--- src/rtl/pufv_pkg.sv ---
package pufv_pkg;
  // highest counter value, an absorbing end
  function automatic int top_val(input int w);
    return (1 << w) - 2;
  endfunction
  // preset value loaded at the start of every cell
  function automatic int mid_val(input int w);
    return ((1 << w) - 2) / 2;
  endfunction
endpackage

--- src/rtl/pufv_cell_mux.sv ---
module pufv_cell_mux #(
  parameter int NUM_CELLS = 4,
  localparam int IDX_W = $clog2(NUM_CELLS)
) (
  input  logic [NUM_CELLS-1:0] bits,
  input  logic [IDX_W-1:0]     sel,
  output logic                 y
);
  logic [NUM_CELLS-1:0] hit;
  for (genvar g = 0; g < NUM_CELLS; g++) begin : g_hit
    assign hit[g] = bits[g] && (sel == IDX_W'(g));
  end
  assign y = |hit;
endmodule

--- src/rtl/pufv_sat_counter.sv ---
module pufv_sat_counter
  import pufv_pkg::*;
#(
  parameter int CNT_W = 4
) (
  input  logic             clk,
  input  logic             rst,
  input  logic             load,
  input  logic             step,
  input  logic             up,
  output logic [CNT_W-1:0] val,
  output logic             nx_lo,
  output logic             nx_hi
);
  localparam logic [CNT_W-1:0] TOP_V = CNT_W'(top_val(CNT_W));
  localparam logic [CNT_W-1:0] MID_V = CNT_W'(mid_val(CNT_W));

  logic             at_end;
  logic [CNT_W-1:0] val_nx;

  assign at_end = (val == '0) || (val == TOP_V);

  always_comb begin
    val_nx = val;
    if (step && !at_end) begin
      if (up) val_nx = val + 1'b1;
      else    val_nx = val - 1'b1;
    end
  end

  assign nx_lo = (val_nx == '0);
  assign nx_hi = (val_nx == TOP_V);

  always_ff @(posedge clk) begin
    if (rst)       val <= MID_V;
    else if (load) val <= MID_V;
    else           val <= val_nx;
  end


  no_overshoot_chk: assert property (@(posedge clk) disable iff (rst) val <= TOP_V);

  hold_top_chk: assert property (@(posedge clk) disable iff (rst)
    (val == TOP_V && !load) |=> (val == TOP_V));

  hold_bottom_chk: assert property (@(posedge clk) disable iff (rst)
    (val == '0 && !load) |=> (val == '0));

  unit_step_chk: assert property (@(posedge clk) disable iff (rst)
    !load |=> ((val == $past(val)) || (val == $past(val) + 1'b1) || (val + 1'b1 == $past(val))));
endmodule

--- src/rtl/pufv_trial_timer.sv ---
module pufv_trial_timer #(
  parameter int BUDGET = 50,
  localparam int TW = $clog2(BUDGET + 1)
) (
  input  logic clk,
  input  logic rst,
  input  logic clr,
  input  logic tick,
  output logic last
);
  logic [TW-1:0] cnt;

  assign last = (cnt == TW'(BUDGET - 1));

  always_ff @(posedge clk) begin
    if (rst || clr) cnt <= '0;
    else if (tick)  cnt <= cnt + 1'b1;
  end


  slot_range_chk: assert property (@(posedge clk) disable iff (rst) cnt < TW'(BUDGET));
endmodule

--- src/rtl/pufv_voter.sv ---
module pufv_voter #(
  parameter int CNT_W        = 4,
  parameter int NUM_CELLS    = 4,
  parameter int TRIAL_BUDGET = 50,
  localparam int IDX_W = $clog2(NUM_CELLS)
) (
  input  logic                 clk,
  input  logic                 rst,
  input  logic                 start,
  input  logic                 samp_valid,
  input  logic [NUM_CELLS-1:0] samp_bits,
  output logic [IDX_W-1:0]     cell_idx,
  output logic                 busy,
  output logic                 done,
  output logic [IDX_W-1:0]     done_idx,
  output logic                 done_bit,
  output logic                 done_resolved
);
  logic             cell_bit, take, slot_last, last_slot, last_cell, go, load;
  logic             nx_lo, nx_hi;
  logic [CNT_W-1:0] cnt_val;

  assign go        = start && !busy;
  assign take      = busy && samp_valid;
  assign last_slot = take && slot_last;
  assign last_cell = (cell_idx == IDX_W'(NUM_CELLS - 1));
  assign load      = go || last_slot;

  pufv_cell_mux #(.NUM_CELLS(NUM_CELLS)) u_mux (
    .bits(samp_bits), .sel(cell_idx), .y(cell_bit)
  );

  pufv_sat_counter #(.CNT_W(CNT_W)) u_cnt (
    .clk(clk), .rst(rst), .load(load), .step(take), .up(cell_bit),
    .val(cnt_val), .nx_lo(nx_lo), .nx_hi(nx_hi)
  );

  pufv_trial_timer #(.BUDGET(TRIAL_BUDGET)) u_tmr (
    .clk(clk), .rst(rst), .clr(load), .tick(take), .last(slot_last)
  );

  always_ff @(posedge clk) begin
    if (rst) begin
      busy          <= 1'b0;
      done          <= 1'b0;
      cell_idx      <= '0;
      done_idx      <= '0;
      done_bit      <= 1'b0;
      done_resolved <= 1'b0;
    end else begin
      done <= 1'b0;
      if (go) begin
        busy     <= 1'b1;
        cell_idx <= '0;
      end else if (last_slot) begin
        done          <= 1'b1;
        done_idx      <= cell_idx;
        done_bit      <= nx_hi;
        done_resolved <= nx_hi || nx_lo;
        if (last_cell) begin
          busy     <= 1'b0;
          cell_idx <= '0;
        end else begin
          cell_idx <= cell_idx + 1'b1;
        end
      end
    end
  end


  done_single_chk: assert property (@(posedge clk) disable iff (rst) done |=> !done);

  busy_fall_chk: assert property (@(posedge clk) disable iff (rst) $fell(busy) |-> done);

  unresolved_zero_chk: assert property (@(posedge clk) disable iff (rst)
    (done && !done_resolved) |-> !done_bit);

  done_in_pass_chk: assert property (@(posedge clk) disable iff (rst) done |-> $past(busy));

  start_busy_chk: assert property (@(posedge clk) disable iff (rst)
    (busy && !last_slot) |=> (busy && $stable(cell_idx)));
endmodule

--- config.mk ---
export PLATFORM = sky130hd
export DESIGN_NAME = pufv_voter
export DESIGN_NICKNAME = d
export VERILOG_FILES = /design/src/rtl/pufv_pkg.sv /design/src/rtl/pufv_cell_mux.sv /design/src/rtl/pufv_sat_counter.sv /design/src/rtl/pufv_trial_timer.sv /design/src/rtl/pufv_voter.sv
export SDC_FILE = /design/constraint.sdc
export NUM_CORES = 1
export LEC_CHECK = 0
export ABC_AREA = 1
export BUFFER_PORTS_ARGS = -buffer_cell sky130_fd_sc_hd__buf_2
export CELL_PAD_IN_SITES_DETAIL_PLACEMENT = 0
export CELL_PAD_IN_SITES_GLOBAL_PLACEMENT = 2
export CORE_AREA = 3 3 64 66
export CTS_CLUSTER_SIZE = 40
export DETAILED_ROUTE_END_ITERATION = 10
export DIE_AREA = 0 0 67 69
export GPL_TIMING_DRIVEN = 0
export HOLD_SLACK_MARGIN = 0.03
export PLACE_DENSITY = 0.72
export SYNTH_ARGS = -nofsm -noshare
export SYNTH_HDL_FRONTEND = slang
export SYNTH_HIERARCHICAL = 1
export SYNTH_SLANG_ARGS = --single-unit
--- constraint.sdc ---
create_clock -name clk -period 2.4 [get_ports clk]
set_clock_uncertainty 0.05 [all_clocks]
set_input_delay 0 -clock clk [delete_from_list [all_inputs] [get_ports clk]]
set_output_delay 0 -clock clk [all_outputs]
set_load 0.01 [all_outputs]
Word-level counts from Yosys, hierarchy flattened
Cells that the tools add are included.
- register bits: 18
- bits in latches: 0
- RAM bits: 0
- bits of input ports: 8
- memory bits (read-only): 0
- memories kept: 0
- word-level logic and storage cells: 50
- multiply operators: 0
- shift-type cells: 0
- add/sub/neg operators: 4
- reductions and logical operators: 24
- eq/ne operators: 6
- magnitude comparators: 0
- mux-type cells: 7
- divide/modulo/power cells: 0
- bitwise operators: 1
- operator list (cell ; count):
    $eq A4 B4 Y1 const B ; 2
    $logic_and A1 B1 Y1 ; 8
    $logic_not A4 Y1 ; 2
    $mux W4 ; 2
    $add A6 B1 Y6 const B ; 1
    $eq A6 B6 Y1 const B ; 1
    $add A4 B1 Y4 const B ; 1
    $eq A2 B2 Y1 const B ; 2
    $logic_or A1 B1 Y1 ; 4
    $mux W1 ; 4
    $reduce_and A2 Y1 ; 2
    $reduce_bool A2 Y1 ; 2
    $reduce_or A2 Y1 ; 2
    $reduce_or A4 Y1 ; 1
    $sub A4 B1 Y4 const B ; 1
    $add A2 B1 Y2 const B ; 1
    $eq A2 B1 Y1 const B ; 1
    $logic_not A1 Y1 ; 2
    $logic_not A2 Y1 ; 1
    $mux W2 ; 1
    $not A1 Y1 ; 1

Longest topological paths before layout
Gate-level depths: netlist (run 1).
- depth after elaboration: 7
- mapped depth: 16
- gate-level depth less buffers: 16

By module
The synthesis (run 1) kept the hierarchy.
- by module, submodules not included (module ; times used ; seq. area each (sq um) ; area an instance (sq um) ; cells an instance):
    pufv_sat_counter ; 1 ; 80.1 ; 394.1 ; 66
    pufv_voter ; 1 ; 160.2 ; 330.3 ; 41
    pufv_trial_timer ; 1 ; 120.1 ; 289.0 ; 40
    pufv_cell_mux ; 1 ; 0.0 ; 51.3 ; 13

Worst setup path after synthesis (run 1)
OpenSTA, ideal clock, no wires.
- path kind: reg2reg
- from: reg cell_idx[0]
- to: reg done_resolved
- required time: 2233 ps
- slack: 256 ps
- library setup time: 117 ps
- arrival: 1977 ps
- clock period less this slack: 2144 ps
- stages on the path, launching flop included: 16
- buffers on the path: 0
- path through: dfxtp_1 > inv_1 > nand2_1 > nand3_1 > nand2_1 > inv_1 > ha_1 > or2_2 > nand2_1 > nand2_1 > nand2_1 > nand2_1 > nand3_1 > nor2_1 > nor3_1 > nor2_1
- word-level cells in the longest chain between the ends: 7
- elaborated cells on any way between the ends: 14
- classes of those cells: eq/ne (4); mux (2); reduce/logical (8)
- RTL lines (what ; line ; RTL):
    from (decl) ; pufv_voter.sv:12 ; output logic [IDX_W-1:0] cell_idx,
    from (signal assigned) ; pufv_voter.sv:64 ; cell_idx <= cell_idx + 1'b1;
    $eq A2 B1 Y1, or another cell as far along ; pufv_cell_mux.sv:11 ; assign hit[g] = bits[g] && (sel == IDX_W'(g));
    $logic_and A1 B1 Y1 ; pufv_cell_mux.sv:11 ;
    $reduce_or A4 Y1 * ; pufv_cell_mux.sv:13 ; assign y = |hit;
    named net cell_bit ; pufv_voter.sv:19 ; logic cell_bit, take, slot_last, last_slot, last_cell, go, load;
    $mux W4 * ; pufv_sat_counter.sv:26 ; if (up) val_nx = val + 1'b1;
    $mux W4 * ; pufv_sat_counter.sv:25 ; if (step && !at_end) begin
    $eq A4 B4 Y1 * ; pufv_sat_counter.sv:32 ; assign nx_hi = (val_nx == TOP_V);
    named net nx_hi ; pufv_voter.sv:20 ; logic nx_lo, nx_hi;
    $logic_or A1 B1 Y1 * ; pufv_voter.sv:59 ; done_resolved <= nx_hi || nx_lo;
    to (signal assigned) ; pufv_voter.sv:59 ;
    to (decl) ; pufv_voter.sv:17 ; output logic done_resolved
The timed path passes the listed nets; every way through them passes the cells marked *.
A chain may end at the register's enable or synchronous reset.

Worst setup path in the final report (run 1)
Ends and elaborated chain as after synthesis.

==> results by group, run 1 <==
Yosys
  – Post-synth top area share: 33.8%
  – Warnings, synthesis: 6
  – Seq/Total Area, Yosys: 33.8%
  – Seq cells post-synth: 18
  – Netlist cell types: 21
  – Largest area contributor in the netlist: dfxtp_1
  – Post-Syn Nets: 174
  – Syn Inst Count: 160
  – Post-synthesis area per instance: 6.65 um^2
  – Mapped Area: 0.00106 mm^2
  – Synth area leaders: dfxtp_1 34%, nand2_1 19%, nand3_1 6.6%, nor2_1 6.0%, ha_1 5.9%

Routing
  – WL final: 2.26 mm
  – Post-route ant nets: 0
  – Routed WL per cell: 9.86 um
  – Drt via density: 4.34
  – Iter 0 DRT Violations: 28
  – Via count: 994
  – # DRC: 0
  – Pre-antenna DRT Iters: 4

Timing
  – Least-Margin Pin Slew: 0.462 ns
  – Fmax: 463 MHz
  – # setup viols final: 0
  – Unrepaired setup endpoints after global routing: no
  – Setup WS post-layout: 0.242 ns
  – Slew Limit Fails: 0
  – Fin. Hold Viols: 0
  – Worst slew margin: 69.0%
  – Final worst path period share: 89.9%
  – Minimum clock period: 2.16 ns

GRT
  – Global-route wire length before repair: 4.06 mm
  – Vias in the first global route: 952
  – GRT Total Usage: 11.0%
  – Initial antenna violation count: 0
  – Grt ovf: 0
  – Pin count of the biggest net entering global routing: 16

Clock tree
  – CTS tree: done
  – CTS Sinks: 18
  – Cts bufs inserted: 3
  – CTS root buf: clkbuf_8
  – Worst-path clk slew: 0.07 ns
  – H-tree levels: 1
  – Setup repair bufs after CTS: 0
  – Clock latency at the later pin of the worst-skew pair: 0.25 ns
  – CTS Buffer Depth: 2

Setup path
  – Crit path required time: 2.50 ns
  – Crit. End Element: flip-flop
  – Worst-path fanout max: 7
  – WS Path Type: flip-flop to flip-flop
  – CP arrival: 2.26 ns
  – Critical Path Start Type: flip-flop

Finish
  – Share of cells above drive strength 1: 21.0%
  – NumNets Final: 196
  – Area Growth Syn to Fin: 21.6%
  – Ant diodes: 0

Pwr
  – Final Power: 0.642 mW
  – P per Cell Area: 496 mW/mm^2
  – Pleak: 0.608 nW
  – VDD IR max: 0.000262 V

Min path
  – Hold Path Class: input pin to flip-flop

Floorplan
  – I/O pin cnt: 16
  – Initial Utilization: 29.3%
  – Die Y-Extent: 69 um
  – Core ar.: 0.00363 mm^2
  – Row Count: 22
  – Die Wd: 67 um
  – Die Area: 0.00462 mm^2

Place
  – Port bufs: 15
  – RD Place Congestion: 0.704
  – Setup slack at placement: -0.0164 ns
  – DP HPWL: 1.79 mm

Flow run
  – Max-Cap Viols: 0

Outcome
  – Status: complete, no violations
worst max-delay path: stages (launching register included):
cell and delay, ns:
dfxtp_4 0.39, inv_1 0.06, nand2_1 0.05, nand3_1 0.06, nand2_1 0.12, inv_2 0.08
ha_1 0.32, or2_2 0.30, nand2_1 0.10, nand2_1 0.05, nand2_1 0.05, nand2_1 0.05
nand3_1 0.08, nor2_1 0.06, nor3_1 0.18, nor2_1 0.05
final timing paths:
kind | depth (start not counted) | startpoint | slack, ns | end
setup / recovery | 15 | cell_idx[0] | 0.24 | done_resolved
hold / removal | 4 | start | 0.04 | cell_idx[1]
hold reg to reg | 2 | done_idx[0] | 0.42 | done_idx[0]
setup reg to reg | 15 | cell_idx[0] | 0.24 | done_resolved
cell type report:
cell class              instances  area [um^2]
fillers                       408         2340
multi-input cells             121          641
well taps                      48         60.1
inverters                      21         78.8
clock buffers                   4         55.1
flip-flops and latches         18          365
repair buffers                 17         95.1
Yosys cell counts (all sizes together):
cell and n:
nand4 3, nor3 1, a21oi 8, dfxtp 18, a21boi 1, nand3 16
nand2 59, clkinv 1, o21ai 3, or2 1, xor2 2, ha 5
nor4 1, inv 20, nor2 20, fa 1
report_power, final:
part | switching, mW | internal (mW) | total (mW)
registers | 0.00742 | 0.303 | 0.310
logic | 0.0508 | 0.0331 | 0.0839
clock network | 0.103 | 0.146 | 0.248
through the flow:
stage	instances	utilization, %	setup TNS [ns]	hold WS, ns	instance area, um^2
floorplan	160	-	0	0.0191	1060
global placement	223	33.0	-0.0126	0.234	1200
detailed placement	223	33.0	-0.0164	0.240	1200
CTS	229	35.3	0	0.0352	1280
global route	229	35.6	0	0.0600	1290
finish	229	35.6	0	0.0450	1290
state kept, by name, indices dropped and copies added (netlist names):
signal and count:
done_resolved 1, cell_idx 2, done_idx 2, done_bit 1
u_cnt/val 4, busy 1, u_tmr/cnt 6, done 1
cell usage in the layout, fill, tap and decap left out:
master / n
nand2_1: 54
nor2_1: 17
dfxtp_1: 16
inv_1: 15
buf_2: 15
nand3_1: 14
a21oi_1: 8
inv_2: 5
ha_1: 5
nand2_2: 5
clkbuf_8: 4
nand4_1: 3
o21ai_0: 3
nand3_4: 2
xor2_1: 2
nor2_2: 2
dlygate4sd3_1: 2
nor3_1: 1
dfxtp_4: 1
dfxtp_2: 1
or2_2: 1
a21boi_0: 1
fa_1: 1
clkinv_1: 1
nor4_4: 1
nor2_4: 1
cells by family (layout without fill, tap and decap cells):
family / Yosys count / after routing / share of synthesized area [%]
compound gates: 12 / 12 / 5.88
xor+xnor: 2 / 2 / 1.65
fa+ha+maj: 6 / 6 / 7.76
buf+inv: 21 / 42 / 7.40
flops: 18 / 18 / 33.8
simple gates: 101 / 101 / 43.5
layer usage:
metal	part of all wire (%)	GRT usage [%]	wire [um]	vias to the layer above
met3	2.6	1.47	58	2
li1	-	-	-	550
met5	0	0	0	-
met4	0.75	4.73	17	0
met2	49	17.9	1100	8
met1	48	14.3	1080	434
timing repair:
| item | in CTS | in global routing |
|---|---|---|
| endpoints found under the setup margin | 3 | 3 |
| endpoints found under the hold margin | 4 | 0 |
| hold buffers | 2 | 0 |
| gates resized for setup | 1 | 5 |
No activity file was read; power rests on OpenSTA's default activity.
==> run 2, diff against run 1 <==
--- a/config.mk
+++ b/config.mk
@@ -16,6 +16,8 @@
 export GPL_TIMING_DRIVEN = 0
 export HOLD_SLACK_MARGIN = 0.03
 export PLACE_DENSITY = 0.72
+export RECOVER_POWER = 50
+export SKIP_LAST_GASP = 1
 export SYNTH_ARGS = -nofsm -noshare
 export SYNTH_HDL_FRONTEND = slang
 export SYNTH_HIERARCHICAL = 1
==> run 2 against run 1 <==
  * Count of clock-buffer cells in the layout did not move
  * Routed wire length rose by 1.3%
  * Flip-flop and latch count did not move
  * Highest routed layer unchanged
==> results by group, run 2 (synthesis gave the netlist of run 1 again) <==
Clock tree
  – CTS Buffer Depth: 2
  – CTS root buf: clkbuf_8
  – CTS tree: done
  – CTS Sinks: 18
  – Setup repair bufs after CTS: 0
  – H-tree levels: 1
  – Clock latency at the later pin of the worst-skew pair: 0.25 ns
  – Worst-path clk slew: 0.07 ns
  – Cts bufs inserted: 3

Finish
  – Non-Filler Instances: 229
  – FILL cells: 415
  – Area Growth Syn to Fin: 19.6%
  – Commonest non-fill, non-tap cell in the layout: nand2_1
  – Share of cells above drive strength 1: 16.6%
  – Most frequent cells in the layout: 54 x nand2_1, 17 x nor2_1, 17 x dfxtp_1, 15 x nand3_1, 15 x inv_1
  – Post-route cell area: 0.00127 mm^2
  – Max reg flops: 6
  – Largest registers: u_tmr/cnt (6), u_cnt/val (4)
  – NumNets Final: 196
  – Final Core Density: 35.1%
  – Ant diodes: 0
  – Reg with most FFs: u_tmr/cnt

Routing
  – WL final: 2.29 mm
  – # DRC: 0
  – Drt via density: 4.38
  – Post-route ant nets: 0
  – Pre-antenna DRT Iters: 4
  – Iter 0 DRT Violations: 35
  – Via count: 1003
  – Routed WL per cell: 9.98 um

Pwr
  – VDD IR max: 0.000261 V
  – Final Power: 0.640 mW
  – P per Cell Area: 503 mW/mm^2
  – Pleak: 0.582 nW

Timing
  – Smallest hold slack: 0.0425 ns
  – Fin. Hold Viols: 0
  – Setup TNS: 0 ns
  – Slew Limit Fails: 0
  – Final worst path period share: 90.1%
  – Least-Margin Pin Slew: 0.390 ns
  – Minimum clock period: 2.16 ns
  – Unrepaired setup endpoints after global routing: no
  – Worst slew margin: 73.8%
  – # setup viols final: 0
  – Fmax: 462 MHz
  – Setup WS post-layout: 0.237 ns

GRT
  – Global-route wire length before repair: 4.06 mm
  – Grt ovf: 0
  – GRT Total Usage: 11.0%
  – Pin count of the biggest net entering global routing: 16
  – Initial antenna violation count: 0
  – Vias in the first global route: 952

Floorplan
  – Die Wd: 67 um
  – Core ar.: 0.00363 mm^2
  – Row Count: 22
  – Die Area: 0.00462 mm^2
  – Die Y-Extent: 69 um
  – I/O pin cnt: 16
  – Initial Utilization: 29.3%

Place
  – DP HPWL: 1.79 mm
  – Post-Place Cells: 223
  – Area after DPL: 0.00120 mm^2
  – RD Place Congestion: 0.704
  – Port bufs: 15
  – Setup slack at placement: -0.0164 ns

Setup path
  – Crit-path cells: inv_1 > nand2_1 > nand3_1 > nand2_1 > inv_2 > ha_1 > or2_2 > nand2_1 > nand2_1 > nand2_1 > nand2_1 > nand3_1 > nor2_1 > nor3_1 > nor2_1
  – Slowest CP cell: dfxtp_4
  – Critical Path Start Type: flip-flop
  – WS Path Type: flip-flop to flip-flop
  – Worst-path fanout max: 7
  – CP arrival: 2.26 ns
  – Most frequent cell on the critical path: nand2_1
  – Crit. End Element: flip-flop
  – Crit path required time: 2.50 ns
  – CP max stage delay: 0.39 ns

Flow run
  – Max-Cap Viols: 0

Outcome
  – Status: complete, no violations

Min path
  – Hold Path Class: input pin to flip-flop
run 2: changes by cell type in the layout (fill, tap and decap cells not counted):
cell / delta
clkbuf_1: +6
dfxtp_1: +1
dfxtp_2: -1
buf_2: -6
nand3_4: -1
nand3_1: +1
run 2: critical path: cells and delay by family, from the launching register on:
family / cells / cell delay [ns]
adder cells (fa/ha/maj): 1 / 0.32
buffers and inverters: 2 / 0.14
flip-flops: 1 / 0.39
AND/OR/NAND/NOR: 12 / 1.15
run 2: layout make-up:
type	count	area, um^2	share of cell area (%)
inverter	21	78.8	6.19
tap	48	60.1	4.72
clock buffer	4	55.1	4.32
sequential	18	364	28.6
timing repair buffer	17	87.6	6.88
multi-input combinational	121	628	49.3
run 2: where the power goes:
group          switching (mW)  internal, mW  total, mW
Combinational          0.0503        0.0326     0.0829
Sequential            0.00683         0.303      0.309
Clock                   0.102         0.146      0.248
Total                   0.160         0.481      0.640
run 2: final timing paths:
kind,start,to,slack [ns],cells past startpoint
hold reg to reg,done_idx[1],done_idx[1],0.42,2
setup reg to reg,cell_idx[0],done_resolved,0.24,15
hold / removal,start,done,0.04,4
setup / recovery,cell_idx[0],done_resolved,0.24,15
run 2: routing by layer:
layer / GRT usage (%) / wire, um / vias to the layer above
li1: - / - / 552
met1: 14.3 / 1090 / 439
met2: 17.9 / 1110 / 10
met3: 1.47 / 68 / 2
met4: 4.73 / 17 / 0
met5: 0 / 0 / -
run 2: what timing repair did:
item                       4_1_cts  5_1_grt
resized for setup                1        5
setup endpoints to repair        3        3
cloned                           0        0
hold buffers                     2        0
hold endpoints to repair         4        0
==> run 3, diff against run 2 <==
--- a/config.mk
+++ b/config.mk
@@ -5,17 +5,16 @@
 export SDC_FILE = /design/constraint.sdc
 export NUM_CORES = 1
 export LEC_CHECK = 0
-export ABC_AREA = 1
 export BUFFER_PORTS_ARGS = -buffer_cell sky130_fd_sc_hd__buf_2
 export CELL_PAD_IN_SITES_DETAIL_PLACEMENT = 0
 export CELL_PAD_IN_SITES_GLOBAL_PLACEMENT = 2
-export CORE_AREA = 3 3 64 66
-export CTS_CLUSTER_SIZE = 40
+export CORE_AREA = 3 3 61 63
+export CTS_CLUSTER_SIZE = 14
 export DETAILED_ROUTE_END_ITERATION = 10
-export DIE_AREA = 0 0 67 69
+export DIE_AREA = 0 0 64 66
 export GPL_TIMING_DRIVEN = 0
 export HOLD_SLACK_MARGIN = 0.03
-export PLACE_DENSITY = 0.72
+export PLACE_DENSITY = 0.73
 export RECOVER_POWER = 50
 export SKIP_LAST_GASP = 1
 export SYNTH_ARGS = -nofsm -noshare
==> run 3 against run 2 <==
  * Worst setup slack lost 0.20 ns
  * Combinational power grew 35%
  * Clock power shrank 23%
  * Count of clock-buffer cells in the layout unchanged
  * Utilization rose by 5.6 points
  * Synthesized cell count is 21% lower
  * Routed wire length up 6.8%
  * Flip-flop and latch count unchanged
  * Power shrank 4.2%
  * First-iteration DRC count rose by 23%
  * Cell count shrank 13%
  * Critical path type unchanged
==> results by group, run 3 <==
Flow run
  – Max-Cap Viols: 0

Yosys
  – Syn Inst Count: 127
  – Post-synth top area share: 33.8%
  – Top_reg_cell synth: dfxtp_1
  – Seq/Total Area, Yosys: 33.8%
  – Seq cells post-synth: 18
  – Post-synth EDFFs: 0
  – Async set or reset register ratio after synthesis: 0%
  – Post-synthesis area per instance: 8.38 um^2
  – Synth area leaders: dfxtp_1 34%, nand2_1 6.0%, nor2_1 6.0%, ha_1 5.9%, a21oi_1 3.3%
  – Mapped Area: 0.00106 mm^2
  – Warnings, synthesis: 6
  – Most common cell in the synthesized netlist: dfxtp_1
  – Commonest cells in the netlist: 18 x dfxtp_1, 17 x nand2_1, 17 x nor2_1
  – Post-Syn Nets: 141
  – Largest area contributor in the netlist: dfxtp_1
  – Netlist cell types: 42

Clock tree
  – Cts bufs inserted: 3
  – CTS tree: done
  – CTS root buf: clkbuf_4
  – Clock latency at the later pin of the worst-skew pair: 0.30 ns
  – Worst-path clk slew: 0.11 ns
  – H-tree levels: 1
  – CTS Sinks: 18
  – CTS Buffer Depth: 2

Setup path
  – Slowest CP cell: mux4_2
  – Crit path required time: 2.58 ns
  – Crit. End Element: flip-flop
  – CP max stage delay: 0.54 ns
  – Critical Path Start Type: flip-flop
  – WS Path Type: flip-flop to flip-flop
  – Crit-path cells: mux4_2 > inv_4 > buf_6 > fa_2 > nand3b_1 > o31ai_1 > and4_1 > nor3_1 > nor3_1
  – CP arrival: 2.55 ns
  – Most frequent cell on the critical path: nor3_1
  – Worst-path fanout max: 3

Routing
  – # DRC: 0
  – Drt via density: 4.89
  – WL final: 2.44 mm
  – Routed WL per cell: 12.3 um
  – Via count: 974
  – Iter 0 DRT Violations: 43
  – Post-route ant nets: 0
  – Pre-antenna DRT Iters: 4

Floorplan
  – I/O pin cnt: 16
  – Die Area: 0.00422 mm^2
  – Core ar.: 0.00328 mm^2
  – Die Y-Extent: 66 um
  – Initial Utilization: 32.4%
  – Die Wd: 64 um
  – Row Count: 21

Finish
  – Share of cells above drive strength 1: 28.1%
  – Ant diodes: 0
  – Most frequent cells in the layout: 17 x nand2_1, 17 x dfxtp_1, 16 x nor2_1, 12 x buf_2, 8 x clkbuf_1
  – Largest registers: u_tmr/cnt (6), u_cnt/val (4)
  – NumNets Final: 168
  – Area Growth Syn to Fin: 25.5%
  – Max reg flops: 6
  – Reg with most FFs: u_tmr/cnt

Place
  – DP HPWL: 1.75 mm
  – Port bufs: 15
  – RD Place Congestion: 0.726

Pwr
  – P per Cell Area: 459 mW/mm^2
  – Pleak: 0.517 nW
  – VDD IR max: 0.000277 V
  – Final Power: 0.613 mW

Timing
  – Least-Margin Pin Slew: 0.287 ns
  – Minimum clock period: 2.37 ns
  – Smallest hold slack: 0.0798 ns
  – Final worst path period share: 98.6%
  – Worst slew margin: 80.7%
  – Unrepaired setup endpoints after global routing: yes
  – Slew Limit Fails: 0
  – # setup viols final: 0
  – Fmax: 423 MHz
  – Fin. Hold Viols: 0

GRT
  – Initial antenna violation count: 0
  – Grt ovf: 0
  – Vias in the first global route: 926
  – Global-route wire length before repair: 4.30 mm
  – Pin count of the biggest net entering global routing: 11
  – GRT Total Usage: 13.0%

Min path
  – Hold Path Class: input pin to flip-flop

Outcome
  – Status: complete, no violations
[run 3: final timing paths]
path                             startpoint            end  slack (ns)  depth (start not counted)
worst max register to register  cell_idx[1]  done_resolved        0.03                          9
worst min register to register     done_bit       done_bit        0.41                          2
worst max-delay path            cell_idx[1]  done_resolved        0.03                          9
worst min-delay path             samp_valid           done        0.08                          3
[run 3: layer usage]
metal | GRT usage [%] | vias up | wire [um]
li1 | - | 496 | -
met1 | 16.3 | 460 | 1110
met2 | 21.4 | 14 | 1220
met3 | 3.57 | 4 | 87
met4 | 4.04 | 0 | 26
met5 | 0 | - | 0
[run 3: repair_timing]
item                                    4_1_cts  5_1_grt
endpoints found under the setup margin        2        2
cloned                                        0        0
buffers inserted                              4        1
hold endpoints to repair                      9        0
hold buffers                                  2        0
resized for setup                            10        2
pin swaps                                    10        9
[run 3: through the flow]
step	util, %	setup TNS [ns]	area [um^2]	setup WS [ns]	instances
after floorplan	-	0	1070	0.00580	127
after global placement	36.5	-0.320	1200	-0.170	188
after detailed placement	36.5	-0.449	1200	-0.253	188
after CTS	40.3	-0.0317	1320	-0.0317	198
after global routing	40.7	-0.202	1340	-0.105	199
final	40.7	0	1340	0.0335	199
[run 3: cell type report]
type,count,area (um^2)
Tap cell,46,57.6
Inverter,3,13.8
Buffer,8,50.0
Multi-Input combinational cell,98,687
Fill cell,359,1950
Sequential cell,18,364
Timing Repair Buffer,22,128
Clock buffer,4,36.3
[run 3: kinds of logic (layout without fill, tap and decap cells)]
group | count (synthesis) | after routing | share of synthesized area, %
xor gates and xnor gates | 5 | 5 | 4.11
adders and majority gates | 6 | 6 | 7.76
and+or+nand+nor | 62 | 62 | 29.5
buffers and inverters | 11 | 37 | 5.76
DFF | 18 | 18 | 33.8
muxes | 2 | 2 | 3.06
AOI/OAI and AO/OA | 23 | 23 | 16.0
[run 3: power breakdown]
group	total (mW)	leakage (nW)	internal [mW]	switching (mW)
Sequential	0.309	0.147	0.303	0.00608
Combinational	0.112	0.350	0.0539	0.0585
Clock	0.192	0.0210	0.0926	0.0995
Total	0.613	0.517	0.449	0.164
[run 3: critical path: cells and delay by family, from the launching register on]
family,cells,cell delay (ns)
flip-flops,1,0.37
AO/OA/AOI/OAI,1,0.10
multiplexers,1,0.54
adder cells (fa/ha/maj),1,0.43
AND/OR/NAND/NOR,4,0.59
buffers and inverters,2,0.22
